`src/rtl/sdr_pkg.sv`:
```
package sdr_pkg;

   localparam int unsigned SDR_FRAME_BITS  = 24;
   localparam int unsigned SDR_WIDE_BITS   = 20;
   localparam int unsigned SDR_NARROW_BITS = 16;
   localparam int unsigned SDR_HDR_BITS    = 4;

   typedef enum logic [1:0] {
      RD_IDLE  = 2'd0,
      RD_ARM   = 2'd1,
      RD_SHIFT = 2'd2
   } rd_state_e;

endpackage

```
`src/rtl/sdr_sync.sv`:
```
module sdr_sync #(
   parameter int unsigned STAGES  = 2,
   parameter logic        RST_VAL = 1'b1
) (
   input  logic clk,
   input  logic rst_n,
   input  logic d_i,
   output logic q_o
);

   logic [STAGES-1:0] chain_q;

   generate
      if (STAGES < 1) begin : g_bad_stages
         $error("sdr_sync: STAGES must be at least 1");
      end
      if (STAGES == 1) begin : g_single
         always_ff @(posedge clk or negedge rst_n) begin
            if (!rst_n) chain_q <= RST_VAL;
            else        chain_q <= d_i;
         end
      end else begin : g_chain
         always_ff @(posedge clk or negedge rst_n) begin
            if (!rst_n) chain_q <= {STAGES{RST_VAL}};
            else        chain_q <= {chain_q[STAGES-2:0], d_i};
         end
      end
   endgenerate

   assign q_o = chain_q[STAGES-1];

endmodule

```
`src/rtl/sdr_sclk_gen.sv`:
```
module sdr_sclk_gen #(
   parameter int unsigned DIV_W   = 8,
   parameter int unsigned FRAME_W = 24
) (
   input  logic             clk,
   input  logic             rst_n,
   input  logic             run_i,
   input  logic [DIV_W-1:0] div_i,
   output logic             sclk_o,
   output logic             rise_o,
   output logic             last_o
);

   localparam int unsigned CNT_W = $clog2(FRAME_W + 1);

   logic [DIV_W-1:0] ph_q;
   logic [CNT_W-1:0] nbit_q;
   logic             sclk_q;
   logic             tick;

   generate
      if (DIV_W < 2) begin : g_bad_div
         $error("sdr_sclk_gen: DIV_W must be at least 2");
      end
   endgenerate

   // phase boundary: the serial clock toggles at this edge
   assign tick   = run_i && (ph_q == (div_i - DIV_W'(1)));
   assign rise_o = tick && !sclk_q;
   assign last_o = tick && sclk_q && (nbit_q == CNT_W'(FRAME_W - 1));
   assign sclk_o = sclk_q;

   always_ff @(posedge clk or negedge rst_n) begin
      if (!rst_n) begin
         ph_q   <= '0;
         nbit_q <= '0;
         sclk_q <= 1'b0;
      end else if (!run_i) begin
         ph_q   <= '0;
         nbit_q <= '0;
         sclk_q <= 1'b0;
      end else if (tick) begin
         ph_q   <= '0;
         sclk_q <= !sclk_q;
         if (sclk_q) nbit_q <= nbit_q + CNT_W'(1);
      end else begin
         ph_q <= ph_q + DIV_W'(1);
      end
   end

endmodule

```
`src/rtl/sdr_field_decode.sv`:
```
module sdr_field_decode #(
   parameter int unsigned FRAME_W  = 24,
   parameter int unsigned WIDE_W   = 20,
   parameter int unsigned NARROW_W = 16
) (
   input  logic [FRAME_W-1:0] word_i,
   input  logic               wide_i,
   output logic [WIDE_W-1:0]  data_o,
   output logic               ovr_o,
   output logic               osc_o,
   output logic               ferr_o
);

   localparam int unsigned HDR_W = FRAME_W - WIDE_W;
   localparam int unsigned PAD_W = WIDE_W - NARROW_W;

   logic              hdr_bad;
   logic              pad_bad;
   logic [WIDE_W-1:0] narrow_data;

   generate
      if (HDR_W != 4) begin : g_bad_hdr
         $error("sdr_field_decode: header must be four bits");
      end
      if (PAD_W > 0) begin : g_pad
         assign narrow_data = {{PAD_W{1'b0}}, word_i[NARROW_W-1:0]};
         assign pad_bad     = |word_i[WIDE_W-1:NARROW_W];
      end else begin : g_nopad
         assign narrow_data = word_i[WIDE_W-1:0];
         assign pad_bad     = 1'b0;
      end
   endgenerate

   // header in shift order: zero, overrange, oscillation, zero
   assign hdr_bad = word_i[FRAME_W-1] | word_i[FRAME_W-4];
   assign ovr_o   = word_i[FRAME_W-2];
   assign osc_o   = word_i[FRAME_W-3];
   assign data_o  = wide_i ? word_i[WIDE_W-1:0] : narrow_data;
   assign ferr_o  = hdr_bad | (!wide_i & pad_bad);

endmodule

```
`src/rtl/sdr_word_reader.sv`:
```
module sdr_word_reader
   import sdr_pkg::*;
#(
   parameter int unsigned FRAME_W     = SDR_FRAME_BITS,
   parameter int unsigned WIDE_W      = SDR_WIDE_BITS,
   parameter int unsigned NARROW_W    = SDR_NARROW_BITS,
   parameter int unsigned DIV_W       = 8,
   parameter int unsigned TMO_W       = 20,
   parameter int unsigned SYNC_STAGES = 2
) (
   input  logic              clk,
   input  logic              rst_n,
   input  logic              enable_i,
   input  logic              wide_i,
   input  logic [DIV_W-1:0]  div_i,
   input  logic [TMO_W-1:0]  tmo_lim_i,
   output logic              adc_cs_n_o,
   output logic              adc_sclk_o,
   input  logic              adc_sdo_i,
   output logic [WIDE_W-1:0] data_o,
   output logic              ovr_o,
   output logic              osc_o,
   output logic              ferr_o,
   output logic              valid_o,
   output logic              timeout_o
);

   generate
      if (FRAME_W != WIDE_W + SDR_HDR_BITS) begin : g_bad_frame
         $error("sdr_word_reader: FRAME_W must equal WIDE_W plus header");
      end
      if (NARROW_W > WIDE_W) begin : g_bad_narrow
         $error("sdr_word_reader: NARROW_W exceeds WIDE_W");
      end
      if (TMO_W < 1) begin : g_bad_tmo
         $error("sdr_word_reader: TMO_W must be at least 1");
      end
   endgenerate

   rd_state_e         state_q, state_d;
   logic [TMO_W-1:0]  wait_cnt_q;
   logic [FRAME_W-1:0] shreg_q;
   logic              wide_q;
   logic              sdo_s, sdo_prev_q, sdo_fall;
   logic              cs_n_q;
   logic              sclk_rise, sclk_last;
   logic              tmo_hit;
   logic [WIDE_W-1:0] dec_data;
   logic              dec_ovr, dec_osc, dec_ferr;
   logic [WIDE_W-1:0] data_q;
   logic              ovr_q, osc_q, ferr_q, valid_q, timeout_q;

   sdr_sync #(
      .STAGES  (SYNC_STAGES),
      .RST_VAL (1'b1)
   ) i_sdo_sync (
      .clk   (clk),
      .rst_n (rst_n),
      .d_i   (adc_sdo_i),
      .q_o   (sdo_s)
   );

   sdr_sclk_gen #(
      .DIV_W   (DIV_W),
      .FRAME_W (FRAME_W)
   ) i_sclk_gen (
      .clk    (clk),
      .rst_n  (rst_n),
      .run_i  (state_q == RD_SHIFT),
      .div_i  (div_i),
      .sclk_o (adc_sclk_o),
      .rise_o (sclk_rise),
      .last_o (sclk_last)
   );

   sdr_field_decode #(
      .FRAME_W  (FRAME_W),
      .WIDE_W   (WIDE_W),
      .NARROW_W (NARROW_W)
   ) i_decode (
      .word_i (shreg_q),
      .wide_i (wide_q),
      .data_o (dec_data),
      .ovr_o  (dec_ovr),
      .osc_o  (dec_osc),
      .ferr_o (dec_ferr)
   );

   assign sdo_fall = sdo_prev_q & ~sdo_s;
   assign tmo_hit  = (wait_cnt_q == (tmo_lim_i - TMO_W'(1)));

   always_comb begin
      state_d = state_q;
      unique case (state_q)
         RD_IDLE: begin
            if (enable_i) state_d = RD_ARM;
         end
         RD_ARM: begin
            if (!enable_i)     state_d = RD_IDLE;
            else if (sdo_fall) state_d = RD_SHIFT;
            else if (tmo_hit)  state_d = RD_IDLE;
         end
         RD_SHIFT: begin
            if (sclk_last) state_d = enable_i ? RD_ARM : RD_IDLE;
         end
         default: state_d = RD_IDLE;
      endcase
   end

   always_ff @(posedge clk or negedge rst_n) begin
      if (!rst_n) begin
         state_q    <= RD_IDLE;
         cs_n_q     <= 1'b1;
         wait_cnt_q <= '0;
         shreg_q    <= '0;
         wide_q     <= 1'b0;
         sdo_prev_q <= 1'b1;
         data_q     <= '0;
         ovr_q      <= 1'b0;
         osc_q      <= 1'b0;
         ferr_q     <= 1'b0;
         valid_q    <= 1'b0;
         timeout_q  <= 1'b0;
      end else begin
         state_q    <= state_d;
         cs_n_q     <= (state_d == RD_IDLE);
         sdo_prev_q <= sdo_s;
         valid_q    <= 1'b0;
         timeout_q  <= 1'b0;

         if (state_q != RD_ARM) wait_cnt_q <= '0;
         else                   wait_cnt_q <= wait_cnt_q + TMO_W'(1);

         if (state_q == RD_ARM && enable_i && !sdo_fall && tmo_hit)
            timeout_q <= 1'b1;

         if (state_q == RD_ARM && sdo_fall)
            wide_q <= wide_i;

         if (sclk_rise)
            shreg_q <= {shreg_q[FRAME_W-2:0], sdo_s};

         if (sclk_last) begin
            valid_q <= 1'b1;
            data_q  <= dec_data;
            ovr_q   <= dec_ovr;
            osc_q   <= dec_osc;
            ferr_q  <= dec_ferr;
         end
      end
   end

   assign adc_cs_n_o = cs_n_q;
   assign data_o     = data_q;
   assign ovr_o      = ovr_q;
   assign osc_o      = osc_q;
   assign ferr_o     = ferr_q;
   assign valid_o    = valid_q;
   assign timeout_o  = timeout_q;

endmodule

```
`config.mk`:
```
export PLATFORM = sky130hd
export DESIGN_NAME = sdr_word_reader
export DESIGN_NICKNAME = d
export VERILOG_FILES = /design/src/rtl/sdr_pkg.sv /design/src/rtl/sdr_sync.sv /design/src/rtl/sdr_sclk_gen.sv /design/src/rtl/sdr_field_decode.sv /design/src/rtl/sdr_word_reader.sv
export SDC_FILE = /design/constraint.sdc
export NUM_CORES = 1
export LEC_CHECK = 0
export BUFFER_PORTS_ARGS = -buffer_cell sky130_fd_sc_hd__buf_2
export CAP_MARGIN = 15
export CORE_MARGIN = 1
export CORE_UTILIZATION = 58
export CTS_CLUSTER_SIZE = 10
export DETAILED_ROUTE_END_ITERATION = 10
export PLACE_DENSITY = 0.8
export SYNTH_ARGS = -nofsm -noshare
export SYNTH_HDL_FRONTEND = slang
export SYNTH_HIERARCHICAL = 1
export SYNTH_SLANG_ARGS = --single-unit
```
`constraint.sdc`:
```
create_clock -name clk -period 3.5 [get_ports clk]
set_input_delay 0.175 -clock clk [delete_from_list [all_inputs] [get_ports clk]]
set_output_delay 0.175 -clock clk [all_outputs]
set_load 0.01 [all_outputs]
```
=== Word level (Yosys, flattened, before mapping) ===
Cells that the tools add are included.

* Word-level logic and storage cells: 67
* Flip-flop bits (word level): 90
* Output and inout port bits: 27
* Input bits: 33

* Mux-type cells: 18
* $add $sub $neg: 5
* Reductions and logical operators: 15
* Eq/ne operators: 8
* Bitwise gates (word level): 5

{| class="wikitable"
|+ Operators by type and width
! cell !! number
|-
| $mux 20 || 2
|-
| $add 20x1->20 const B || 1
|-
| $eq 20x20->1 || 1
|-
| $sub 20x1->20 const B || 1
|-
| $mux 8 || 2
|-
| $mux 5 || 3
|-
| $mux 2 || 5
|-
| $add 8x1->8 const B || 1
|-
| $eq 8x8->1 || 1
|-
| $logic_and 1x1->1 || 8
|-
| $sub 8x1->8 const B || 1
|-
| $pmux 2 s3 || 1
|-
| $add 5x1->5 const B || 1
|-
| $eq 5x5->1 const B || 1
|-
| $mux 1 || 5
|-
| $logic_not 2->1 || 2
|-
| $ne 2x2->1 const B || 2
|-
| $reduce_or 4->1 || 1
|-
| $logic_not 1->1 || 3
|-
| $and 1x1->1 || 2
|-
| $eq 2x1->1 const B || 1
|-
| $eq 2x2->1 const B || 1
|-
| $ne 2x1->1 const B || 1
|-
| $or 1x1->1 || 2
|-
| other kinds (2) || 2
|}

=== Depth between registers and ports, before layout ===
* Depth after elaboration: 8
* Mapped depth: 12
* Depth with buffers taken out: 10

=== Modules after synthesis ===
The synthesis kept the hierarchy.

{| class="wikitable"
|+ By module, submodules not included
! module !! instances !! area an instance (um2) !! cells an instance !! sequential area each (um2)
|-
| sdr_word_reader || 1 || 3,754.9 || 335 || 1,854.3
|-
| sdr_sclk_gen || 1 || 952.2 || 103 || 350.3
|-
| sdr_field_decode || 1 || 176.4 || 25 || 0.0
|-
| sdr_sync || 1 || 52.6 || 2 || 52.6
|}

=== Least setup slack after synthesis ===
OpenSTA, ideal clock, no wires.

* Kind: in2reg
* Start: input tmo_lim_i[0]
* End: register timeout_q, in the netlist timeout_o
* Path buffers: 1
* Setup slack: 730 ps
* Setup time: 80 ps
* Stages on the path: 10
* Arrival time: 2,690 ps
* Required time: 3,420 ps
* Cell sequence: clkbuf_1 -> inv_1 -> ha_1 -> or3b_1 -> or3_4 -> or4b_1 -> o211a_1 -> nand4b_1 -> a2111oi_2 -> nor3b_2

* Cells in the longest elaborated chain, start to end: 4

{| class="wikitable"
|+ RTL lines
! item !! RTL line !! text
|-
| start: declaration || sdr_word_reader.sv:16 || <nowiki>input logic [TMO_W-1:0] tmo_lim_i,</nowiki>
|-
| $sub 20x1->20 || sdr_word_reader.sv:90 || <nowiki>assign tmo_hit = (wait_cnt_q == (tmo_lim_i - TMO_W'(1)));</nowiki>
|-
| $eq 20x20->1 || sdr_word_reader.sv:90 ||
|-
| $logic_and 1x1->1 || sdr_word_reader.sv:134 || <nowiki>if (state_q == RD_ARM && enable_i && !sdo_fall && tmo_hit)</nowiki>
|-
| $mux 1 || sdr_word_reader.sv:134 ||
|-
| end signal: assignment || sdr_word_reader.sv:123 || <nowiki>timeout_q <= 1'b0;</nowiki>
|-
| end signal: assignment || sdr_word_reader.sv:129 || <nowiki>timeout_q <= 1'b0;</nowiki>
|-
| end signal: assignment || sdr_word_reader.sv:135 || <nowiki>timeout_q <= 1'b1;</nowiki>
|-
| end: declaration || sdr_word_reader.sv:51 || <nowiki>logic ovr_q, osc_q, ferr_q, valid_q, timeout_q;</nowiki>
|}

No other way between the ends.
A chain may end at the register's enable or synchronous reset.

=== Final worst setup path ===
Ends and elaborated chain as after synthesis.

==> results_dict.tcl <==
set metrics [dict create \
    cts-buffers-inserted 9 \
    pwr-share-seq 0.536 \
    grtUsageTotal 0.228 \
    fin_tns_setup_ns 0 \
    pwr-share-comb 0.093 \
    min_path_type "input pin to register" \
    synth_top_family_by_area "simple AND/OR/NAND/NOR gates" \
    overflow 0 \
    drc_errors 0 \
    drv_cap 0 \
    hold_ws_ns 0.0618 \
    finalHoldViolations 0 \
    io_pins 60 \
    synth_cell_types 60 \
    final_common_cell "dfrtp_1" \
    setup_viol 0 \
    clk_latency_ns 0.36 \
    drt_first_pass_iters 4 \
    status "finished, final reports clean" \
    worstMarginPinSlew_ns 0.843 \
    grt_antenna_before_repair 0 \
    drtIter0Drc 128 \
    crit_path_end_kind "register" \
    initial_utilization 0.601 \
    ys_warn_count 6 \
    antenna_cells 0 \
    synth_top_cell_by_area "dfrtp_1" \
    grt_pass1_vias 3427 \
    place_congestion 0.869 \
    nets 543 \
    drive_gt1_frac 0.292 \
    die_x_um 94.3 \
    ir_worst_vdd_mv 0.291 \
    synthToLayoutAreaGrowth_pct 10.1 \
    wl_per_cell_um 15.3 \
    layout_common_cells "86 x dfrtp_1, 58 x buf_2, 49 x mux2_2" \
    synth_fa_ha_area_frac 0.0127 \
    start_kind "input pin" \
    port_buffers 59 \
    syn_avg_cell_area_um2 10.6 \
    core_area_mm2 0.00822 \
    cts_max_path_buffers 2 \
    final_cells 615 \
    cp.required_ns 3.77 \
    cts_root_buffer "clkbuf_8" \
    fin_util 0.662 \
    power_frac_clock 0.370 \
    period_minus_slack_ns 2.62 \
    arrival_ns 2.89 \
    synth-main-ff-cell "dfrtp_1" \
    p_int_mw 1.48 \
    synthXorXnorAreaFrac 0.0834 \
    p_per_area_mw_per_mm2 371 \
    async_reset_ff_frac 1.00 \
    yosys_register_bits 90 \
    synth_fp_nets 503 \
    dpl.hpwl_mm 6.79 \
    vias 3562 \
    synth.area.top_cells "dfrtp_1 44%, mux2_2 11%, xor2_1 4.3%" \
    swShare 0.265 \
    clk_pin_slew_worst_paths_ns 0.09 \
    switchingPower_mw 0.534 \
    synth_compound_area_frac 0.0854 \
    synthCells 465 \
    die-area_mm2 0.00888 \
    yosysSeqAreaShare 0.457 \
    cts_max_level 3 \
    worst-path-max-fanout 8 \
    die_y_um 94.3 \
    post_cts_buffers 0 \
    cts_tree "yes" \
    synth_area_mm2 0.00494 \
    dpl.cell_count 597 \
    rsz0062_at_grt "no" \
    synth_top_area_share 0.436 \
    grt_pass1_wl_mm 15.8 \
    grt_max_degree 69 \
    postRouteWirelength_mm 9.43 \
    slew_headroom 0.438 \
    clock_sinks 90 \
    min_period_over_period 0.749 \
    report.final.slew_viol_count 0 \
    finClkSkew_ns 0.0144 \
    synthMuxAreaShare 0.122 \
    post-place-ws_ns 0.499 \
    viasPerCell 5.79 \
    fmax_ghz 0.382 \
    fill_cells 645 \
    ant_nets 0 \
    critPathKind "input pin to register" \
    fin_ws_ns 0.879 \
    synth_edf_count 0 \
    row_count 33 \
    synth_simple_gate_area_share 0.185 \
    power_leakage_nw 2.46 \
]
power groups by stage:
stage	registers, mW	logic, mW	clock network, mW
after CTS	1.08	0.189	0.766
after floorplan	1.09	0.115	0
after global placement	1.10	0.182	0
after global routing	1.09	0.210	0.803
final	1.08	0.188	0.746
after detailed placement	1.10	0.187	0
final cells by class:
cell class                      instances  area (um^2)  area share
Timing Repair Buffer                   65          348      0.0640
Clock buffer                            9          124      0.0228
Inverter                               16         60.1      0.0110
Tap cell                              105          131      0.0242
Sequential cell                        90         2260       0.415
Clock inverter                          7         95.1      0.0175
Multi-Input combinational cell        323         2420       0.445
worst paths after layout:
path / to / slack, ns / cells after the start / from
setup / recovery: timeout_o$_DFF_PN0_ / 0.88 / 10 / tmo_lim_i[0]
min in group asynchronous: wait_cnt_q[18]$_DFF_PN0_ / 0.45 / 2 / rst_n
setup reg to reg: state_q[0]$_DFF_PN0_ / 0.88 / 9 / i_sclk_gen/ph_q[3]$_DFF_PN0_
hold reg to reg: i_sdo_sync/chain_q[1]$_DFF_PN1_ / 0.38 / 0 / i_sdo_sync/chain_q[0]$_DFF_PN1_
max in group asynchronous: sdo_prev_q$_DFF_PN1_ / 2.14 / 3 / rst_n
hold / removal: wide_q$_DFFE_PN0P_ / 0.06 / 2 / wide_i
per-stage QoR:
step	power, mW	instance area, um^2
after floorplan	1.21	4940
after global placement	1.28	5200
after detailed placement	1.29	5200
after CTS	2.04	5440
after global routing	2.10	5440
final	2.02	5440
worst max-delay path, cell delays in order:
cell	delay, ns
buf_2	0.14
inv_1	0.06
ha_1	0.24
or3b_1	0.46
or3_4	0.41
or4b_1	0.47
o211a_1	0.15
nand4b_1	0.18
a2111oi_2	0.37
nor3b_2	0.22
sequential cells by signal (all words and copies together), names as in the netlist, 2 cells and up:
signal / cells
wait_cnt_q: 20
i_sclk_gen/nbit_q: 5
state_q: 2
shreg_q: 24
i_sclk_gen/ph_q: 8
data_o: 20
i_sdo_sync/chain_q: 2
kinds of logic after synthesis:
| logic type | count (synthesis) |
|---|---|
| adders and majority gates | 5 |
| AOI/OAI and AO/OA | 56 |
| and+or+nand+nor | 161 |
| muxes | 54 |
| buffers and inverters | 52 |
| xor gates and xnor gates | 47 |
| DFF | 90 |
routing by layer:
layer  global-route usage  vias to the layer above  routed length [um]  part of all wire
met1                0.301                     1754                4340              0.46
met3               0.0316                       13                 319             0.034
li1                     -                     1727                   -                 -
met5                    0                        -                   0                 0
met2                0.384                       68                4630              0.49
met4               0.0782                        0                 139             0.015
cell usage after synthesis (3+ instances only):
library cell  instances
nor3_1               10
o31ai_1               5
mux2i_1               5
nand2b_1              9
inv_1                16
or3_1                 9
dfstp_2               4
nor4_1               15
a21oi_1              11
a211o_1               3
o21ai_0               8
ha_1                  5
and3_1                5
clkbuf_1             17
o211ai_1              5
xor2_1               24
dfrtp_1              86
nand2_1              17
buf_4                18
and2_1                6
nand4_1               4
or4_1                 5
nand3_1              20
xnor2_1              23
mux2_2               49
nor2b_1               6
nor2_1               35
repair_timing:
| action | 4_1_cts | 5_1_grt |
|---|---|---|
| hold endpoints to repair | 65 | 0 |
| setup endpoints to repair | 0 | 0 |
| hold buffers | 2 | 0 |
| resized for setup | 0 | 0 |
Power figures use the tool's default switching activity.
